===== config.mk =====
export PLATFORM = sky130hd
export DESIGN_NAME = ivl_timer
export DESIGN_NICKNAME = d
export VERILOG_FILES = /design/src/rtl/ivl_timer_pkg.sv /design/src/rtl/ivl_timer_decode.sv /design/src/rtl/ivl_timer_count.sv /design/src/rtl/ivl_timer_irq.sv /design/src/rtl/ivl_timer.sv
export SDC_FILE = /design/constraint.sdc
export NUM_CORES = 1
export LEC_CHECK = 0
export BUFFER_PORTS_ARGS = -buffer_cell sky130_fd_sc_hd__buf_2
export CORE_ASPECT_RATIO = 0.9
export CORE_UTILIZATION = 40
export CTS_BUF_LIST = sky130_fd_sc_hd__clkbuf_4 sky130_fd_sc_hd__clkbuf_8
export DETAILED_ROUTE_END_ITERATION = 12
export SETUP_SLACK_MARGIN = 0.1
export SLEW_MARGIN = 10
export SYNTH_ARGS = -nofsm -noshare
export SYNTH_HDL_FRONTEND = slang
export SYNTH_SLANG_ARGS = --single-unit

===== constraint.sdc =====
create_clock -name clk -period 5 [get_ports clk]
set_input_delay 0.5 -clock clk [delete_from_list [all_inputs] [get_ports clk]]
set_output_delay 0.5 -clock clk [all_outputs]
set_load 0.03 [all_outputs]

===== src/rtl/ivl_timer_pkg.sv =====
`timescale 1ns/1ps
package ivl_timer_pkg;
    localparam int ADDR_W = 12;
    localparam int DATA_W = 32;
    localparam logic [ADDR_W-1:0] RELOAD_OFS = 12'h228;
    localparam logic [ADDR_W-1:0] COUNT_OFS  = 12'h230;

    typedef struct packed {
        logic irq;
    } irq_state_t;
endpackage


===== src/rtl/ivl_timer_decode.sv =====
`timescale 1ns/1ps
module ivl_timer_decode #(
    parameter int AW = 12,
    parameter logic [AW-1:0] LOAD_ADDR = 12'h228,
    parameter logic [AW-1:0] CNT_ADDR  = 12'h230
) (
    input  logic          wr_en,
    input  logic          rd_en,
    input  logic [AW-1:0] addr,
    output logic          load,
    output logic          ack,
    output logic          sel_count
);
    always_comb begin
        sel_count = rd_en && (addr == CNT_ADDR);
        ack       = sel_count;
        load      = wr_en && (addr == LOAD_ADDR);
    end
endmodule


===== src/rtl/ivl_timer_count.sv =====
`timescale 1ns/1ps
module ivl_timer_count #(
    parameter int W = 32
) (
    input  logic         clk,
    input  logic         rst_n,
    input  logic         tick,
    input  logic         load,
    input  logic [W-1:0] load_val,
    output logic [W-1:0] count,
    output logic [W-1:0] reload,
    output logic         expire
);
    localparam logic [W-1:0] ONE = W'(1);

    typedef struct packed {
        logic [W-1:0] reload;
        logic [W-1:0] count;
    } cnt_state_t;

    cnt_state_t st_d, st_q;
    logic       expire_d;

    always_comb begin
        st_d     = st_q;
        expire_d = 1'b0;
        if (load) begin
            st_d.reload = load_val;
            st_d.count  = '0;
        end else if (tick) begin
            if (st_q.count == st_q.reload) begin
                st_d.count = '0;
                expire_d   = 1'b1;
            end else begin
                st_d.count = st_q.count + ONE;
            end
        end
    end

    always_ff @(posedge clk) begin
        if (!rst_n) begin
            st_q <= '0;
        end else begin
            st_q <= st_d;
        end
    end

    assign count  = st_q.count;
    assign reload = st_q.reload;
    assign expire = expire_d;
endmodule


===== src/rtl/ivl_timer_irq.sv =====
`timescale 1ns/1ps
module ivl_timer_irq
    import ivl_timer_pkg::*;
(
    input  logic clk,
    input  logic rst_n,
    input  logic load,
    input  logic ack,
    input  logic expire,
    output logic irq
);
    irq_state_t st_d, st_q;

    always_comb begin
        st_d = st_q;
        if (load) begin
            st_d.irq = 1'b0;
        end else if (expire) begin
            st_d.irq = 1'b1;
        end else if (ack) begin
            st_d.irq = 1'b0;
        end
    end

    always_ff @(posedge clk) begin
        if (!rst_n) begin
            st_q <= '0;
        end else begin
            st_q <= st_d;
        end
    end

    assign irq = st_q.irq;
endmodule


===== src/rtl/ivl_timer.sv =====
`timescale 1ns/1ps
module ivl_timer
    import ivl_timer_pkg::*;
(
    input  logic              clk,
    input  logic              rst_n,
    input  logic              wr_en,
    input  logic              rd_en,
    input  logic [ADDR_W-1:0] addr,
    input  logic [DATA_W-1:0] wdata,
    output logic [DATA_W-1:0] rdata,
    input  logic              tick_ms,
    output logic              irq
);
    logic              load;
    logic              ack;
    logic              sel_count;
    logic              expire;
    logic [DATA_W-1:0] count;
    logic [DATA_W-1:0] reload;

    ivl_timer_decode #(
        .AW       (ADDR_W),
        .LOAD_ADDR(RELOAD_OFS),
        .CNT_ADDR (COUNT_OFS)
    ) u_dec (
        .wr_en    (wr_en),
        .rd_en    (rd_en),
        .addr     (addr),
        .load     (load),
        .ack      (ack),
        .sel_count(sel_count)
    );

    ivl_timer_count #(.W(DATA_W)) u_cnt (
        .clk     (clk),
        .rst_n   (rst_n),
        .tick    (tick_ms),
        .load    (load),
        .load_val(wdata),
        .count   (count),
        .reload  (reload),
        .expire  (expire)
    );

    ivl_timer_irq u_irq (
        .clk   (clk),
        .rst_n (rst_n),
        .load  (load),
        .ack   (ack),
        .expire(expire),
        .irq   (irq)
    );

    assign rdata = sel_count ? count : '0;
endmodule


Yosys cells after proc, flatten, opt, wreduce, memory -nomap -nowiden
Index checks and enable logic that the tools add are counted.

cells by class
  add/sub/neg operators = 1
  eq/ne operators = 3
  muxes and demuxes = 7
  bitwise operators = 1
  reduce and logical (&&, ||, !) cells = 4

operator list
  kind                     count
  $mux W32                 2
  $add A32 B1 Y32 const B  1
  $eq A32 B32 Y1           1
  $eq A12 B10 Y1 const B   2
  $mux W1                  5
  $logic_and A1 B1 Y1      2
  $reduce_bool A2 Y1       1
  $reduce_or A2 Y1         1
  $not A1 Y1               1

word-level totals
  flip-flop bits (word level) = 65
  input port bits = 49
  output and inout port bits = 33

Longest topological paths before layout
Gate-level depths: netlist of run 1.

  depth after elaboration = 5
  depth in mapped cells = 7
  depth with buffers taken out = 5

By module
Synthesis of run 1 repeated with hierarchy kept, for this count alone.

second synthesis, totals
  cell total of the unflattened synthesis = 367
  area, all modules = 3,465.8 µm²

by module, submodules not included
  module            instances  cells each  area an instance (µm²)  seq. area each (µm²)
  ivl_timer_count   1          321         3,115.5                 1,281.2
  ivl_timer         1          35          255.2                   0.0
  ivl_timer_decode  1          7           55.1                    0.0
  ivl_timer_irq     1          4           40.0                    20.0

Worst setup path before layout of run 1
OpenSTA, ideal clock, no wires.

  path type = in2out
  from = in addr[8]
  to = out rdata[16]
  arrival time = 2,013 ps
  required time = 4,500 ps
  setup slack = 2,487 ps
  cell stages on the path = 3
  buffers on the path = 0
  path through = nor4b_1 -> nand3_1 -> nor4_1

on the way
  cells in the longest elaborated chain, start to end = 3

RTL lines
  what                 line                    source
  start, declared      ivl_timer.sv:9          input logic [ADDR_W-1:0] addr,
  $eq A12 B10 Y1       ivl_timer_decode.sv:15  sel_count = rd_en && (addr == CNT_ADDR);
  $logic_and A1 B1 Y1  ivl_timer_decode.sv:15
  $mux W32             ivl_timer.sv:55         assign rdata = sel_count ? count : '0;
  end, declared        ivl_timer.sv:11         output logic [DATA_W-1:0] rdata,

No other way between the ends.

Worst setup path after layout of run 1
  from = in addr[1]
  to = out rdata[3]

Same word-level chain as after synthesis.

==> results of run 1 <==
## worst max path at each step
stage,start,endpoint,slack (ns),cells after the start
finish,addr[1],rdata[3],2.32,7
global route,addr[1],rdata[4],2.08,7
CTS,addr[1],rdata[4],2.24,7
detailed placement,addr[1],rdata[4],2.26,7
global placement,addr[1],rdata[6],2.40,7
floorplan,addr[8],rdata[16],2.49,3
## kinds of logic after synthesis
kind of cell	after synthesis	share of synthesized area (%)
AOI/OAI and AO/OA	2	0.666
xor gates and xnor gates	63	16.3
adders and majority gates	1	0.370
and+or+nand+nor	179	30.9
DFF	65	38.5
buffers and inverters	23	3.44
muxes	33	9.77
## layer usage
metal	GRT usage [%]	wire, um	vias to the layer above
met5	0	0	-
met4	6.92	85	0
met3	3.60	472	7
met2	31.7	3540	78
met1	26.4	3870	1236
li1	-	-	1377
## final cells by class
class | count | share of cell area (%)
Timing Repair Buffer | 83 | 10.5
Clock buffer | 14 | 4.64
Clock inverter | 2 | 0.249
Tap cell | 99 | 3.08
Multi-Input combinational cell | 278 | 48.9
Inverter | 3 | 0.280
Sequential cell | 65 | 32.4
## layout by cell type (no fill, tap or decap), types with 2 or more instances in the layout
| cell type | n |
|---|---|
| nor3_2 | 2 |
| nor4b_1 | 2 |
| buf_2 | 81 |
| and4_1 | 2 |
| nor2b_1 | 32 |
| clkbuf_8 | 13 |
| nor2_1 | 41 |
| inv_1 | 3 |
| nor4_2 | 2 |
| dfxtp_1 | 65 |
| nand4_1 | 19 |
| clkinv_2 | 2 |
| xnor2_1 | 50 |
| and4_2 | 3 |
| or4_4 | 2 |
| mux2i_1 | 33 |
| nor3_1 | 5 |
| and3_1 | 3 |
| nand2_1 | 13 |
| nand3_1 | 11 |
| xor2_1 | 13 |
| buf_4 | 2 |
| nor4_1 | 5 |
| and2_1 | 29 |
## registers in the layout (all words and copies together) (netlist names)
name and count:
u_cnt.count 32, u_irq.irq 1, u_cnt.reload 32
## power groups by stage
stage | sequential, mW | combinational, mW | clock (mW)
3_3_place_gp | 0.533 | 0.0462 | 0
4_1_cts | 0.521 | 0.0468 | 0.445
5_1_grt | 0.521 | 0.0511 | 0.465
2_1_floorplan | 0.534 | 0.0214 | 0
3_5_place_dp | 0.533 | 0.0466 | 0
6_report | 0.522 | 0.0459 | 0.431
## worst max-delay path, delay by kind of cell
family,cells,cell delay [ns]
and+or+nand+nor,4,1.07
buffers and inverters,3,0.59
## cells in the mapped netlist, types with 3 or more instances
cell type / n / share of area [%]
nand4_1: 19 / 3.5
nor2_1: 41 / 4.6
nand3_1: 11 / 1.6
nor3_1: 6 / 0.89
nand2_1: 13 / 1.4
and2_1: 29 / 5.4
mux2i_1: 33 / 9.8
inv_1: 3 / 0.33
clkbuf_1: 12 / 1.3
nor2b_1: 32 / 5.9
dfxtp_1: 65 / 38
xnor2_1: 50 / 13
xor2_1: 13 / 3.4
buf_2: 4 / 0.59
and3_1: 3 / 0.56
and4_2: 3 / 0.89
nor4_1: 5 / 0.93
==> impl_metrics.ini, run 1 <==
[final_layout]
layout.area.seq_um2 = 1300
final_cells = 544
final_layout_size_suffix_gt1_share_pct = 25.8
n_antenna_cell = 0
fin_util_pct = 49.6
fillers = 804
syn2layout_area_growth_pct = 18.9
finalNetCount = 490
multiInputGateArea_um2 = 1970
finalInstanceArea_um2 = 4020

[synth]
synth_nets = 416
async_flop_share_pct = 0
synth.distinct_cells = 36
synth_area_um2 = 3380
synth-seq-cells = 65
syn_inst = 366
synth_edf_count = 0
seq_area_frac_synth_pct = 38.5
avgSynthCellArea_um2 = 9.24
synth_flop_cell = dfxtp_1
yosysWarnings = 0

[floorplan]
initial_core_util_pct = 41.7
die_h_um = 89.2
io_pins = 82
num_rows = 31
core_region_area_um2 = 8110
die-area_um2 = 8820
die_w_um = 98.9

[setup_path]
critical-path-slowest-cell = nor4b_1
crit_path_max_fanout = 30
worstReg2RegStart = u_cnt.count[2]
crit_path_max_incr_delay_ns = 0.44
end_kind = primary output
start_kind = input pin
worstSetupPathType = in2out
arrival_ns = 2.18
worstPathRequired_ns = 4.50
r2r_cells = 5
timing.critical_path.mode_cell = buf_2
reg2reg_to = u_cnt.count[17]
worstPathCellList = buf_2, nor4b_1, nand3_1, nor3_2, buf_4, and2_1, buf_2
regToRegSetupSlack_ns = 2.92

[pwr]
power_uw = 998
netSwitchingPower_uw = 218
pwr-share-seq_pct = 52.2
cellLeakagePower_nw = 1.76
p_sw_share_pct = 21.8
p_comb_share_pct = 4.6
power_frac_clock_pct = 43.2
power.internal_uw = 781
p_per_area_nw_per_um2 = 248
ir_worst_vdd_v = 0.000147

[timing]
setup_tns_ns = 0
slew_headroom_pct = 59.2
drv_slew = 0
layout_setup_ws_ns = 2.32
holdWs_ns = 0.420
skew_ns = 0.00674
max_freq_mhz = 374
min_period_ns = 2.68
worst-slew-pin-transition_ns = 0.606
rsz0062_at_grt = false
hold_viol = 0
setup_viol = 0
finalCritPeriodShare_pct = 53.5

[outcome]
outcome = complete, no violations

[place]
placed_cells = 528
hpwl_mm = 5.69
gp_congestion = 0.869
place_ws_ns = 2.26
io_buffers = 81
place_area_um2 = 3820

[global_routing]
grt_pass1_vias = 2595
grt_pass1_wl_mm = 13.2
grt_usage_pct = 19.6
grt-ovfl-total = 0
grt_antenna_before_repair = 0
grt_max_degree = 34

[clocking]
clkTransAtPathRegs_ns = 0.07
cts_sinks = 65
clockBufferDepth = 2
post_cts_buffers = 0
cts_buffers = 9
tritoncts = built
clock_latency_ns = 0.33
cts_root_buf = clkbuf_8
post_cts_resized = 0
h-tree-depth = 3
cts_hold_buf = 0

[drt]
num_vias = 2698
vias_per_cell = 4.96
routed_wl_mm = 7.96
route.detailed.drc = 0
drt-pass1-iter-count = 4
wl_per_cell_um = 14.6
drt_iter0_drc = 98
ant_nets = 0

[flow_run]
max_cap_viol_count = 0

[worst_hold_path]
hold_path_class = in2reg
hold_start = wdata[3]
hold_end = u_cnt.reload[3]
hold_depth = 3
No activity file was read; power rests on OpenSTA's default activity.
==> inputs of run 2 (changes only) <==
--- a/config.mk
+++ b/config.mk
@@ -5,6 +5,7 @@
 export SDC_FILE = /design/constraint.sdc
 export NUM_CORES = 1
 export LEC_CHECK = 0
+export ABC_AREA = 1
 export BUFFER_PORTS_ARGS = -buffer_cell sky130_fd_sc_hd__buf_2
 export CORE_ASPECT_RATIO = 0.9
 export CORE_UTILIZATION = 40
==> constraint.sdc (replaced) <==
create_clock -name clk -period 2.7 [get_ports clk]
set_input_delay 0.27 -clock clk [delete_from_list [all_inputs] [get_ports clk]]
set_output_delay 0.27 -clock clk [all_outputs]
set_load 0.03 [all_outputs]
==> run 2 against run 1 <==
Against the previous run:
- highest routed layer unchanged
- total power up 82%
- combinational power rose to 2.5 times the previous value
- sequential power up 85%
- via count up 46%
- hold slack worse by 0.24 ns
- sequential cell count unchanged
==> impl_metrics.ini, run 2 <==
[clocking]
h-tree-depth = 3
cts_buffers = 9
cts_hold_buf = 0
post_cts_resized = 0
post_cts_buffers = 0
clockBufferDepth = 2
cts_sinks = 65
tritoncts = built
clkTransAtPathRegs_ns = 0.07
clock_latency_ns = 0.35
cts_root_buf = clkbuf_8

[synth]
yosysWarnings = 0
synth.distinct_cells = 31
synth_edf_count = 0
seq_area_frac_synth_pct = 34.3
synth_top_family_by_area = simple AND/OR/NAND/NOR gates
synth_flop_cell = dfxtp_1
yosys-top-cells-area = dfxtp_1 (34%), nor2_1 (14%), nand2_1 (12%)
syn_inst = 600
synth_area_um2 = 3790
yosysMostFrequentCell = nor2_1
synth_nets = 650
synth_top_area_share_pct = 34.3
async_flop_share_pct = 0
avgSynthCellArea_um2 = 6.32
synth-compound-area-share_pct = 10.3
synthTopCellsByCount = nor2_1 (145), nand2_1 (118), inv_1 (75)
synth_xor_xnor_area_share_pct = 10.2
muxShareOfSynthArea_pct = 0
synth-seq-cells = 65
yosysTopAreaCell = dfxtp_1
synth-adder-area-share_pct = 0.330
synth-simple-area-share_pct = 34.7

[place]
io_buffers = 81
gp_congestion = 0.926
place_ws_ns = 0.791
hpwl_mm = 8.54
place_area_um2 = 4280

[final_layout]
final_layout_size_suffix_gt1_share_pct = 16.9
multiInputGateArea_um2 = 2100
fillers = 1008
fin_util_pct = 48.5
layout.area.seq_um2 = 1300
finalInstanceArea_um2 = 4450
finalNetCount = 727
layout_common_cells = nor2_1 (145), nand2_1 (118), buf_2 (81), inv_1 (75), dfxtp_1 (65)
final_common_cell = nor2_1
n_antenna_cell = 0
syn2layout_area_growth_pct = 17.3

[outcome]
outcome = complete, no violations

[drt]
drt-pass1-iter-count = 5
wl_per_cell_um = 13.6
ant_nets = 0
drt_iter0_drc = 239
routed_wl_mm = 10.9
route.detailed.drc = 0
vias_per_cell = 4.89
num_vias = 3929

[worst_hold_path]
hold_depth = 3
hold_path_class = in2reg

[timing]
rsz0062_at_grt = false
worst-slew-pin-transition_ns = 0.522
layout_setup_ws_ns = 0.895
max_freq_mhz = 554
hold_viol = 0
skew_ns = 0.0116
min_period_ns = 1.81
setup_tns_ns = 0
slew_headroom_pct = 65.2
finalCritPeriodShare_pct = 66.9
drv_slew = 0
setup_viol = 0

[global_routing]
grt_pass1_wl_mm = 17.3
grt_pass1_vias = 3585
grt_usage_pct = 22.5
grt-ovfl-total = 0
grt_antenna_before_repair = 0
grt_max_degree = 37

[floorplan]
die-area_um2 = 9870
die_w_um = 105
die_h_um = 94.4
initial_core_util_pct = 41.4
num_rows = 33
core_region_area_um2 = 9170
io_pins = 82

[pwr]
ir_worst_vdd_v = 0.000191
power_mw = 1.82
p_per_area_nw_per_um2 = 410
cellLeakagePower_nw = 1.96

[setup_path]
end_kind = flip-flop
worstSetupPathType = reg2reg
crit_path_max_fanout = 26
worstPathRequired_ns = 2.92
start_kind = flip-flop
arrival_ns = 2.02
r2r_cells = 9

[flow_run]
max_cap_viol_count = 0
[run 2: changes by cell type after synthesis, sizes merged, moves of 5 or more]
cell / before / now
inv: 3 / 79
and4: 5 / 0
mux2i: 33 / 0
xnor2: 50 / 17
and2: 30 / 0
nand2: 13 / 120
nor2: 42 / 151
o21ai: 0 / 49
nand4: 20 / 11
nand3: 11 / 18
xor2: 13 / 27
nor4: 8 / 1
a21oi: 1 / 22
nor2b: 32 / 0
[run 2: layout make-up]
type	count	share of cell area, %
Multi-Input combinational cell	438	47.3
Sequential cell	65	29.3
Timing Repair Buffer	84	9.62
Inverter	79	6.67
Tap cell	122	3.43
Clock buffer	12	3.29
Clock inverter	4	0.450
[run 2: cells by family after synthesis]
group	after synthesis
AND/OR/NAND/NOR	317
adder cells (fa/ha/maj)	1
XOR/XNOR	44
AO/OA/AOI/OAI	76
flip-flops	65
buffers and inverters	97
[run 2: worst paths after layout]
kind	start	endpoint	slack, ns
worst min-delay path	wdata[27]	u_cnt.reload[27]	0.18
worst max-delay path	u_cnt.count[23]	u_cnt.count[19]	0.89
worst min register to register	u_irq.irq	u_irq.irq	0.47
worst max register to register	u_cnt.count[23]	u_cnt.count[19]	0.89
[run 2: power breakdown]
group	internal (mW)	switching [mW]	total, mW
sequential	0.962	0.00418	0.966
clock	0.358	0.381	0.739
combinational	0.0475	0.0691	0.117
total	1.37	0.454	1.82
[run 2: worst max-delay path: stages (launching register included)]
cell and delay (ns):
dfxtp_1 0.45, inv_1 0.13, nand2_1 0.11, nand4_1 0.10, nor2_1 0.10, nand2_1 0.09, nor2_2 0.17, nand3_4 0.15
nand2_4 0.30, nor2_1 0.08
[run 2: per-stage QoR]
| stage | hold WS [ns] | std cells |
|---|---|---|
| CTS | 0.175 | 804 |
| global route | 0.199 | 804 |
| finish | 0.182 | 804 |
| floorplan | 0.408 | 600 |
| detailed placement | 0.465 | 788 |
| global placement | 0.457 | 788 |
[run 2: layer usage]
layer / global-route usage (%) / wire length [um] / vias up
li1: - / - / 2016
met1: 31.5 / 5470 / 1762
met2: 34.8 / 4540 / 131
met3: 3.59 / 684 / 20
met4: 9.04 / 236 / 0
met5: 0 / 0 / -
